--- config.mk ---
export PLATFORM = sky130hd
export DESIGN_NAME = halfbridge_pwm
export DESIGN_NICKNAME = d
export VERILOG_FILES = /design/src/rtl/hb_pkg.sv /design/src/rtl/hb_timebase.sv /design/src/rtl/hb_dead_gate.sv /design/src/rtl/hb_drive.sv /design/src/rtl/halfbridge_pwm.sv
export SDC_FILE = /design/constraint.sdc
export NUM_CORES = 1
export LEC_CHECK = 0
export ABC_AREA = 0
export BUFFER_PORTS_ARGS = -buffer_cell sky130_fd_sc_hd__clkbuf_2
export CORE_MARGIN = 1
export CORE_UTILIZATION = 50
export DETAILED_ROUTE_END_ITERATION = 7
export GPL_ROUTABILITY_DRIVEN = 0
export GPL_TIMING_DRIVEN = 0
export PLACE_DENSITY = 0.71
export SLEW_MARGIN = 10
export SYNTH_ARGS = -nofsm -noshare
export SYNTH_HDL_FRONTEND = slang
export SYNTH_HIERARCHICAL = 1
export SYNTH_SLANG_ARGS = --single-unit
export TNS_END_PERCENT = 30
--- constraint.sdc ---
create_clock -name clk -period 6.5 [get_ports clk]
set_clock_uncertainty 0.2 [all_clocks]
set_input_delay 0.325 -clock clk [delete_from_list [all_inputs] [get_ports clk]]
set_output_delay 0.325 -clock clk [all_outputs]
set_load 0.03 [all_outputs]
--- src/rtl/hb_pkg.sv ---
package hb_pkg;
  localparam int DEAD_W = 7;
  localparam int NUM_CH = 2;
  localparam int CH_PRI = 0;
  localparam int CH_CMP = 1;
  typedef logic [NUM_CH-1:0] ch_vec_t;
endpackage

--- src/rtl/hb_timebase.sv ---
module hb_timebase
  import hb_pkg::*;
#(
  parameter int CNT_W = 8
) (
  input  logic             clk,
  input  logic             rst,
  input  logic             en,
  input  logic [CNT_W-1:0] period_i,
  input  logic [CNT_W-1:0] duty_i,
  output ch_vec_t          raw_o,
  output logic             start_o
);
  logic [CNT_W-1:0] cnt_q;
  logic [CNT_W-1:0] per_q;
  logic [CNT_W-1:0] duty_q;
  logic             run_q;
  logic             at_end;
  logic             reload;
  logic             pri_on;

  assign at_end = (cnt_q == per_q);
  // shadows follow inputs while idle, on the first run cycle, and at wrap
  assign reload = !en || !run_q || at_end;

  always_ff @(posedge clk) begin
    if (rst) begin
      cnt_q  <= '0;
      per_q  <= '0;
      duty_q <= '0;
      run_q  <= 1'b0;
    end else begin
      if (reload) begin
        per_q  <= period_i;
        duty_q <= duty_i;
      end
      if (!en) begin
        cnt_q <= '0;
        run_q <= 1'b0;
      end else if (!run_q) begin
        cnt_q <= '0;
        run_q <= 1'b1;
      end else if (at_end) begin
        cnt_q <= '0;
      end else begin
        cnt_q <= cnt_q + 1'b1;
      end
    end
  end

  assign pri_on          = (cnt_q < duty_q);
  assign raw_o[CH_PRI]   = run_q && pri_on;
  assign raw_o[CH_CMP]   = run_q && !pri_on;
  assign start_o         = run_q && (cnt_q == '0);
endmodule

--- src/rtl/hb_dead_gate.sv ---
module hb_dead_gate #(
  parameter int DEAD_W = 7
) (
  input  logic              clk,
  input  logic              rst,
  input  logic              raw_i,
  input  logic [DEAD_W-1:0] dead_i,
  output logic              act_o
);
  // number of earlier consecutive cycles raw_i has been high (saturating)
  logic [DEAD_W-1:0] held_q;

  always_ff @(posedge clk) begin
    if (rst || !raw_i) begin
      held_q <= '0;
    end else if (held_q != {DEAD_W{1'b1}}) begin
      held_q <= held_q + 1'b1;
    end
  end

  assign act_o = raw_i && (held_q >= dead_i);
endmodule

--- src/rtl/hb_drive.sv ---
module hb_drive (
  input  logic clk,
  input  logic rst,
  input  logic act_i,
  input  logic pol_i,
  output logic drv_o
);
  always_ff @(posedge clk) begin
    if (rst) drv_o <= pol_i;
    else     drv_o <= act_i ^ pol_i;
  end
endmodule

--- src/rtl/halfbridge_pwm.sv ---
module halfbridge_pwm
  import hb_pkg::*;
#(
  parameter int CNT_W  = 8,
  parameter int DEAD_W = hb_pkg::DEAD_W
) (
  input  logic              clk,
  input  logic              rst,
  input  logic              en,
  input  logic [CNT_W-1:0]  period_i,
  input  logic [CNT_W-1:0]  duty_i,
  input  logic [DEAD_W-1:0] dead_i,
  input  logic              pol_a,
  input  logic              pol_b,
  output logic              drv_a,
  output logic              drv_b,
  output logic              cycle_start
);
  ch_vec_t raw;
  ch_vec_t act;
  ch_vec_t pol;
  ch_vec_t drv;
  logic    start_c;
  logic    start_q;

  assign pol[CH_PRI] = pol_a;
  assign pol[CH_CMP] = pol_b;

  hb_timebase #(.CNT_W(CNT_W)) u_tb (
    .clk      (clk),
    .rst      (rst),
    .en       (en),
    .period_i (period_i),
    .duty_i   (duty_i),
    .raw_o    (raw),
    .start_o  (start_c)
  );

  for (genvar g = 0; g < NUM_CH; g++) begin : g_ch
    hb_dead_gate #(.DEAD_W(DEAD_W)) u_gate (
      .clk    (clk),
      .rst    (rst),
      .raw_i  (raw[g]),
      .dead_i (dead_i),
      .act_o  (act[g])
    );
    hb_drive u_drv (
      .clk   (clk),
      .rst   (rst),
      .act_i (act[g]),
      .pol_i (pol[g]),
      .drv_o (drv[g])
    );
  end

  always_ff @(posedge clk) begin
    if (rst) start_q <= 1'b0;
    else     start_q <= start_c;
  end

  assign drv_a       = drv[CH_PRI];
  assign drv_b       = drv[CH_CMP];
  assign cycle_start = start_q;
endmodule

# After elaboration in Yosys (flattened, before gate mapping)
# Cells that the tools add are included.
word_totals:
  register_bits: 42
  inputBits: 28
  output_inout_bits: 3
  word_cells: 41
op_classes:
  addsub: 3
  n_lt_le_gt_ge: 3
  n_eq_ne: 3
  n_mux: 3
  bitwise_logic: 4
  reduce_logical: 16
ops:
  columns: ["operator", "count"]
  rows:
  - ["$add 7x1->7 const B", 2]
  - ["$ge 7x7->1", 2]
  - ["$ne 7x7->1 const B", 2]
  - ["$add 8x1->8 const B", 1]
  - ["$eq 8x8->1", 1]
  - ["$logic_not 8->1", 1]
  - ["$lt 8x8->1", 1]
  - ["$logic_and 1x1->1", 5]
  - ["$logic_not 1->1", 5]
  - ["$logic_or 1x1->1", 4]
  - ["$reduce_or 4->1", 1]
  - ["$mux 1", 3]
  - ["$not 1->1", 2]
  - ["$xor 1x1->1", 2]

# Logic depth before layout (Yosys ltp)
# Gate-level depths: netlist (run 1).
logic_depth:
  word_depth: 6
  mapped_depth: 11
  mapped_depth_nobuf: 11

# Modules after synthesis
# Netlist (run 1), hierarchy kept.
by_module_without_submodules:
  columns: ["mod", "instances", "cells_each", "area_per_inst_um2", "seq_area_each_um2"]
  rows:
  - ["hb_timebase", 1, 129, 1236.2, 500.5]
  - ["hb_dead_gate", 2, 58, 480.5, 140.1]
  - ["hb_drive", 2, 3, 50.0, 20.0]
  - ["halfbridge_pwm", 1, 2, 33.8, 20.0]

# Worst setup path after synthesis (run 1)
# OpenSTA, ideal clock, no wires.
synth_path:
  kind: "register to register"
  from: "register u_tb.cnt_q[5]"
  to: "register g_ch[0].u_drv.drv_o"
  setup_time_ns: 0.118
  t_arrival_ns: 2.188
  required_ns: 6.182
  path_slack_ns: 3.994
  stages_incl_launch_ff: 11
  n_path_buf: 0
  period_less_slack_ns: 2.506
  path_cell_list: "dfxtp_1 > ha_1 > and3_1 > a221o_1 > a31oi_1 > and2_1 > and3_1 > nand3_1 > o21ai_0 > nand2b_4 > xnor2_2"
synth_via:
  elab_chain_cells: 5
synth_rtl:
  columns: ["element", "line_no", "rtl"]
  rows:
  - ["start, declared", "hb_timebase.sv:14", "logic [CNT_W-1:0] cnt_q;"]
  - ["start signal, assigned", "hb_timebase.sv:46", "cnt_q <= cnt_q + 1'b1;"]
  - ["$lt 8x8->1", "hb_timebase.sv:51", "assign pri_on = (cnt_q < duty_q);"]
  - ["$logic_and 1x1->1", "hb_timebase.sv:52", "assign raw_o[CH_PRI] = run_q && pri_on;"]
  - ["via raw[0]", "halfbridge_pwm.sv:19", "ch_vec_t raw;"]
  - ["$logic_and 1x1->1", "hb_dead_gate.sv:21", "assign act_o = raw_i && (held_q >= dead_i);"]
  - ["via act[0]", "halfbridge_pwm.sv:20", "ch_vec_t act;"]
  - ["$xor 1x1->1", "hb_drive.sv:10", "else drv_o <= act_i ^ pol_i;"]
  - ["$mux 1", "hb_drive.sv:9", "if (rst) drv_o <= pol_i;"]
  - ["end signal, assigned", "hb_drive.sv:9", null]
  - ["end signal, assigned", "hb_drive.sv:10", null]
  - ["end, declared", "hb_drive.sv:6", "output logic drv_o"]
# The timed path passes the listed nets, and every way through them passes these cells.
# A chain may end at the register's enable or synchronous reset.

# Final worst setup path (run 1)
# Same ends and word-level chain as after synthesis.

==> results.yml, run 1 <==
run_status:
  outcome: "finished clean"
power:
  p_leak_uw: 0.00125
  power_density_mw_per_mm2: 185
  power_uw: 487
  peakVddDrop_v: 0.000183
die:
  fp.coreArea_mm2: 0.00441
  die_w_um: 70.3
  die-area_mm2: 0.00494
  io_pins: 31
  row_count: 24
  die_h_um: 70.3
  start_util_pct: 52.8
drt:
  vias: 1857
  postRouteAntennaNets: 0
  vias_per_cell: 5.41
  wl_per_cell_um: 12.0
  finalWirelength_um: 4110
  first_pass_iters: 4
  drc: 0
  first_iter_violations: 117
logic_synthesis:
  synth-seq-cells: 42
  ys_seq_area_share_pct: 36.1
  synth_cells: 253
  syn_area_per_cell_um2: 9.21
  synth-warning-count: 6
  ys_types: 35
  syn-cell-area_mm2: 0.00233
  syn-num-nets: 306
critical_path:
  cp-end-kind: "flip-flop"
  arrival_ps: 2710
  path_max_fanout: 6
  path_class: "reg -> reg"
  cp-start-kind: "flip-flop"
  cp.required_ps: 6490
final_layout:
  drive_gt1_share_pct: 16.8
  fin_nets: 343
  final_cells: 343
  fillCellCount: 398
  syn2layout_area_growth_pct: 12.9
  diodes: 0
  finalCoreUtilization_pct: 59.6
sta:
  setup_viol: 0
  whs_ps: 36.9
  finalSetupTns_ps: 0
  max_slew_margin_pct: 71.3
  rsz0062_at_grt: "no"
  fmax_ghz: 0.367
  hold_viol_final: 0
  timing.final.crit_share_pct: 41.9
  worstMarginPinSlew_ps: 431
  slew_viol_final: 0
  period_needed_ps: 2720
min_path:
  hold_path.class: "in -> reg"
clocking:
  clkSinkCount: 42
  worstSkewPairLatency_ps: 290
  cts_tree: "built"
  clkTransAtPathRegs_ps: 80
  post_cts_buffers: 0
  postCtsHoldBufs: 0
  clock-root-buffer: "clkbuf_8"
  htreeDepth: 2
  numCtsBuffers: 5
  cts.path.max_buffers: 2
  cts_resized: 0
job:
  cap_violations: 0
placed_design:
  dp_hpwl_um: 3190
  numPlacedInstances: 335
  numPortBuffers: 30
global_routing:
  grt_pass1_wl_um: 7220
  grt_max_degree: 14
  grt_usage_pct: 18.0
  grt.overflow.total: 0
  grt_pass1_vias: 1701
  antenna_found_initial: 0
[layer usage]
layer / GRT usage [%] / share of wire (%)
met1: 22.3 / 48
met2: 30.3 / 48
met3: 4.33 / 3.1
met4: 6.44 / 0.95
met5: 0 / 0
[cells in the final DEF, fill, tap and decap left out]
cell / synthesis / routed
nor4b_1: 1 / 1
nand2_1: 6 / 6
a21o_1: 7 / 7
and4b_1: 1 / 1
a21oi_1: 6 / 6
buf_8: 1 / 1
dfxtp_1: 42 / 42
xor2_1: 13 / 13
a22oi_1: 2 / 2
clkinv_2: 0 / 1
nor2_1: 27 / 27
clkbuf_8: 0 / 5
a31oi_1: 13 / 13
a221o_1: 1 / 1
and2_1: 3 / 3
nor2b_4: 1 / 1
inv_1: 24 / 24
nor2b_1: 4 / 4
o21ai_1: 1 / 1
clkbuf_1: 2 / 3
nand2b_1: 4 / 4
and4_4: 2 / 2
xnor2_1: 1 / 1
nand4_1: 2 / 2
a21oi_4: 1 / 1
clkinv_4: 0 / 1
and3_1: 9 / 9
or2b_1: 2 / 2
nand2b_4: 2 / 2
ha_1: 25 / 25
clkbuf_2: 0 / 30
nor3_1: 6 / 6
xnor2_2: 2 / 2
nor4_2: 2 / 2
mux2i_1: 16 / 16
a211oi_1: 2 / 2
nand3_1: 11 / 11
buf_2: 1 / 1
o21ai_0: 10 / 10
[where the power goes]
part	switching [uW]	internal, uW
clock network	90.9	75.8
registers	5.23	265
logic	25.3	24.8
total	121	366
[registers in the layout (all words and copies together), names as in the netlist]
signal              count
u_tb/per_q              8
u_tb/run_q              1
u_tb/duty_q             8
g_ch.u_gate/held_q     14
g_ch.u_drv/drv_o        2
cycle_start             1
u_tb/cnt_q              8
[layout make-up]
type	instances	area (um^2)	share of cell area, %
Buffer	4	27.5	1.05
Clock buffer	6	72.6	2.76
Clock inverter	2	13.8	0.523
Inverter	24	90.1	3.42
Multi-Input combinational cell	183	1370	52.1
Sequential cell	42	841	31.9
Tap cell	52	65.1	2.47
Timing Repair Buffer	30	150	5.70
[cells in the mapped netlist (all sizes together)]
| master | number | share of area [%] |
|---|---|---|
| nor2 | 27 | 4.3 |
| nor4b | 1 | 0.38 |
| ha | 25 | 13 |
| nand4 | 2 | 0.54 |
| a21oi | 7 | 2.0 |
| and2 | 3 | 0.81 |
| a22oi | 2 | 0.64 |
| buf | 2 | 0.86 |
| xor2 | 13 | 4.9 |
| xnor2 | 3 | 1.8 |
| a31oi | 13 | 3.5 |
| nor2b | 5 | 1.7 |
| and4b | 1 | 0.43 |
| nand2b | 6 | 2.3 |
| nor3 | 6 | 1.3 |
| clkbuf | 2 | 0.32 |
| a21o | 7 | 2.3 |
| o21ai | 11 | 2.4 |
| inv | 24 | 3.9 |
| dfxtp | 42 | 36 |
| or2b | 2 | 0.64 |
| nand3 | 11 | 2.4 |
| a211oi | 2 | 0.64 |
| and3 | 9 | 2.4 |
| a221o | 1 | 0.43 |
| and4 | 2 | 0.97 |
| mux2i | 16 | 6.9 |
| nand2 | 6 | 0.97 |
| nor4 | 2 | 1.1 |
[metrics by stage]
| step | area, um^2 | setup slack [ps] |
|---|---|---|
| floorplan | 2330 | 3990 |
| global placement | 2550 | 3810 |
| detailed placement | 2550 | 3790 |
| CTS | 2630 | 3780 |
| global route | 2630 | 3590 |
| finish | 2630 | 3780 |
[kinds of logic after synthesis]
logic type	after synthesis	synth area share [%]
DFF	42	36.1
and+or+nand+nor	83	20.1
xor gates and xnor gates	16	6.66
buffers and inverters	28	5.05
muxes	16	6.87
adders and majority gates	25	13.4
AOI/OAI and AO/OA	43	11.8
[worst max-delay path, cell delays in order (launching register included)]
cell      delay, ps
dfxtp_1         470
ha_1            270
and3_1          190
a221o_1         340
a31oi_1         180
and2_1          200
and3_1          180
nand3_1          90
o21ai_0         300
nand2b_4         80
xnor2_2         130
[worst paths after layout]
kind | start | endpoint | slack [ps] | cells past startpoint
setup / recovery | u_tb/cnt_q[5] | g_ch[0].u_drv/drv_o | 3780 | 10
hold / removal | pol_b | g_ch[1].u_drv/drv_o | 40 | 2
setup reg to reg | u_tb/cnt_q[5] | g_ch[0].u_drv/drv_o | 3780 | 10
hold reg to reg | u_tb/duty_q[1] | u_tb/duty_q[1] | 300 | 2
Note: power is estimated with default switching activity, not from simulation.
==> inputs of run 2 (changes only) <==
--- a/config.mk
+++ b/config.mk
@@ -5,14 +5,14 @@
 export SDC_FILE = /design/constraint.sdc
 export NUM_CORES = 1
 export LEC_CHECK = 0
-export ABC_AREA = 0
+export ABC_AREA = 1
 export BUFFER_PORTS_ARGS = -buffer_cell sky130_fd_sc_hd__clkbuf_2
 export CORE_MARGIN = 1
 export CORE_UTILIZATION = 50
 export DETAILED_ROUTE_END_ITERATION = 7
 export GPL_ROUTABILITY_DRIVEN = 0
 export GPL_TIMING_DRIVEN = 0
-export PLACE_DENSITY = 0.71
+export PLACE_DENSITY = 0.73
 export SLEW_MARGIN = 10
 export SYNTH_ARGS = -nofsm -noshare
 export SYNTH_HDL_FRONTEND = slang
==> constraint.sdc (replaced) <==
create_clock -name clk -period 2.2 [get_ports clk]
set_clock_uncertainty 0.2 [all_clocks]
set_input_delay 0.11 -clock clk [delete_from_list [all_inputs] [get_ports clk]]
set_output_delay 0.11 -clock clk [all_outputs]
set_load 0.03 [all_outputs]
==> run 2 against run 1 <==
Register-to-register slack worse by 3600 ps. Power rose to 3.4 times the previous value. Sequential share of layout area down 5.3 points. Combinational power rose to 4.7 times the previous value. Critical endpoint is now g_ch[0].u_gate/held_q[2].
==> results.yml, run 2 <==
die:
  fp.coreArea_mm2: 0.00485
  row_count: 25
  start_util_pct: 53.6
  die_h_um: 74.1
  die_w_um: 74.1
  io_pins: 31
  die-area_mm2: 0.00549
sta:
  finalSetupTns_ps: 0
  hold_viol_final: 0
  period_needed_ps: 2020
  timing.final.crit_share_pct: 92.0
  slew_viol_final: 0
  fmax_ghz: 0.494
  max_slew_margin_pct: 63.4
  worstMarginPinSlew_ps: 549
  setup_viol: 0
  rsz0062_at_grt: "no"
final_layout:
  fin_nets: 486
  drive_gt1_share_pct: 15.9
  final_cells: 501
  final_cell_mix: "nand2_1 (76), inv_1 (67), nor2_1 (45)"
  largest_reg_flops: 14
  diodes: 0
  mostFrequentLayoutCell: "nand2_1"
  fillCellCount: 433
  top_register: "g_ch.u_gate/held_q"
  syn2layout_area_growth_pct: 21.7
drt:
  first_pass_iters: 4
  drc: 0
  postRouteAntennaNets: 0
  finalWirelength_um: 5390
  vias: 2370
  first_iter_violations: 114
  vias_per_cell: 4.73
  wl_per_cell_um: 10.8
job:
  cap_violations: 0
logic_synthesis:
  synth_common_cells: "nand2_1 (76), inv_1 (67), nor2_1 (47), dfxtp_1 (42), a21oi_1 (32)"
  synth_cells: 375
  synth-warning-count: 6
  synth_area_leader_cell: "dfxtp_1"
  syn-cell-area_mm2: 0.00260
  async_flop_share_pct: 0
  synth_flop_cell: "dfxtp_1"
  syn_area_per_cell_um2: 6.93
  synth_edf_count: 0
  ys_seq_area_share_pct: 32.3
  syn-num-nets: 428
  synth_area_leaders: "dfxtp_1 (32%), ha_1 (12%), nand2_1 (11%), inv_1 (9.7%), nor2_1 (6.8%)"
  synth-seq-cells: 42
  synth_top_area_share_pct: 32.3
  yosysMostFrequentCell: "nand2_1"
  ys_types: 28
power:
  peakVddDrop_v: 0.000300
  p_leak_uw: 0.00161
  power_density_mw_per_mm2: 518
global_routing:
  grt_max_degree: 14
  grt.overflow.total: 0
  grt_pass1_vias: 2148
  grt_usage_pct: 22.1
  grt_pass1_wl_um: 9250
  antenna_found_initial: 0
clocking:
  clock-root-buffer: "clkbuf_8"
  post_cts_buffers: 0
  worstSkewPairLatency_ps: 300
  cts.path.max_buffers: 2
  htreeDepth: 2
  clkTransAtPathRegs_ps: 80
  numCtsBuffers: 5
  cts_tree: "built"
  clkSinkCount: 42
min_path:
  hold_path.class: "reg -> reg"
critical_path:
  arrival_ps: 2050
  cp.required_ps: 2230
  cp-start-kind: "flip-flop"
  path_class: "reg -> reg"
  cp-end-kind: "flip-flop"
  path_max_fanout: 5
run_status:
  outcome: "finished clean"
placed_design:
  numPlacedInstances: 472
  numPortBuffers: 30
  dp_hpwl_um: 3940
==> run 2: cell types whose count changed after synthesis, moves of 13 or more <==
cell / delta
inv_1: +43
a21oi_1: +26
nand3_1: +17
a31oi_1: -13
nor2_1: +20
nand2_1: +70
mux2i_1: -16
==> run 2: critical path, cell delays in order (launching register included) <==
cell and delay [ps]:
dfxtp_2 360, ha_1 310, a21oi_1 160, nor2_1 50, a211oi_1 230, nand2_1 80
nor2_1 140, inv_1 90, nor2_4 130, o21ai_0 100, a21oi_1 110
==> run 2: what timing repair did <==
item                                    in CTS  in global routing
gates resized for setup                      1                  3
endpoints found under the setup margin       3                 12
hold buffers                                21                  0
pin swaps                                    0                  0
endpoints found under the hold margin       20                  0
==> run 2: final timing paths <==
| kind | from | endpoint | slack [ps] | cells after the start |
|---|---|---|---|---|
| setup / recovery | u_tb/cnt_q[5] | g_ch[0].u_gate/held_q[2] | 180 | 10 |
| hold reg to reg | g_ch[1].u_gate/held_q[0] | g_ch[1].u_gate/held_q[0] | 300 | 1 |
| hold / removal | g_ch[1].u_gate/held_q[0] | g_ch[1].u_gate/held_q[0] | 300 | 1 |
| setup reg to reg | u_tb/cnt_q[5] | g_ch[0].u_gate/held_q[2] | 180 | 10 |
==> run 2: metrics by stage <==
stage / hold WS, ps / util, % / worst slack [ps] / cell area, um^2 / total power (uW)
6_report: 305 / 65.3 / 177 / 3160 / 1640
2_1_floorplan: -23.1 / - / 297 / 2600 / 957
3_5_place_dp: 135 / 58.5 / 8.57 / 2830 / 1020
3_3_place_gp: 127 / 58.5 / 32.4 / 2830 / 1010
4_1_cts: 307 / 65.1 / 76.4 / 3160 / 1650
5_1_grt: 354 / 65.3 / 19.2 / 3160 / 1710
==> run 2: per-layer routing <==
metal	up-vias	track usage, %	share of wire [%]
met1	1041	29.4	51
li1	1280	-	-
met4	0	8.12	1.6
met3	9	4.74	3.8
met2	40	35.3	44
met5	-	0	0
==> run 2: logic make-up (layout without fill, tap and decap cells) <==
logic type	count (synthesis)	after routing	share of synthesized area [%]
adder cells (fa/ha/maj)	25	25	12.0
AO/OA/AOI/OAI	40	40	7.80
buffers and inverters	81	140	12.6
XOR/XNOR	12	12	4.04
flip-flops	42	42	32.3
AND/OR/NAND/NOR	175	175	31.2
==> run 2: power by group <==
| group | switching [uW] | internal [uW] |
|---|---|---|
| Clock | 268 | 334 |
| Combinational | 129 | 107 |
| Sequential | 13.6 | 786 |
| Total | 411 | 1230 |
==> run 2: cell type report <==
type	instances	area [um^2]	area share [%]
multi-input cells	252	1440	45.6
flip-flops and latches	42	842	26.6
repair buffers	51	360	11.4
inverters	74	278	8.78
well taps	67	83.8	2.65
clock buffers	5	68.8	2.17
plain buffers	7	50.0	1.58
clock inverters	3	40.0	1.27
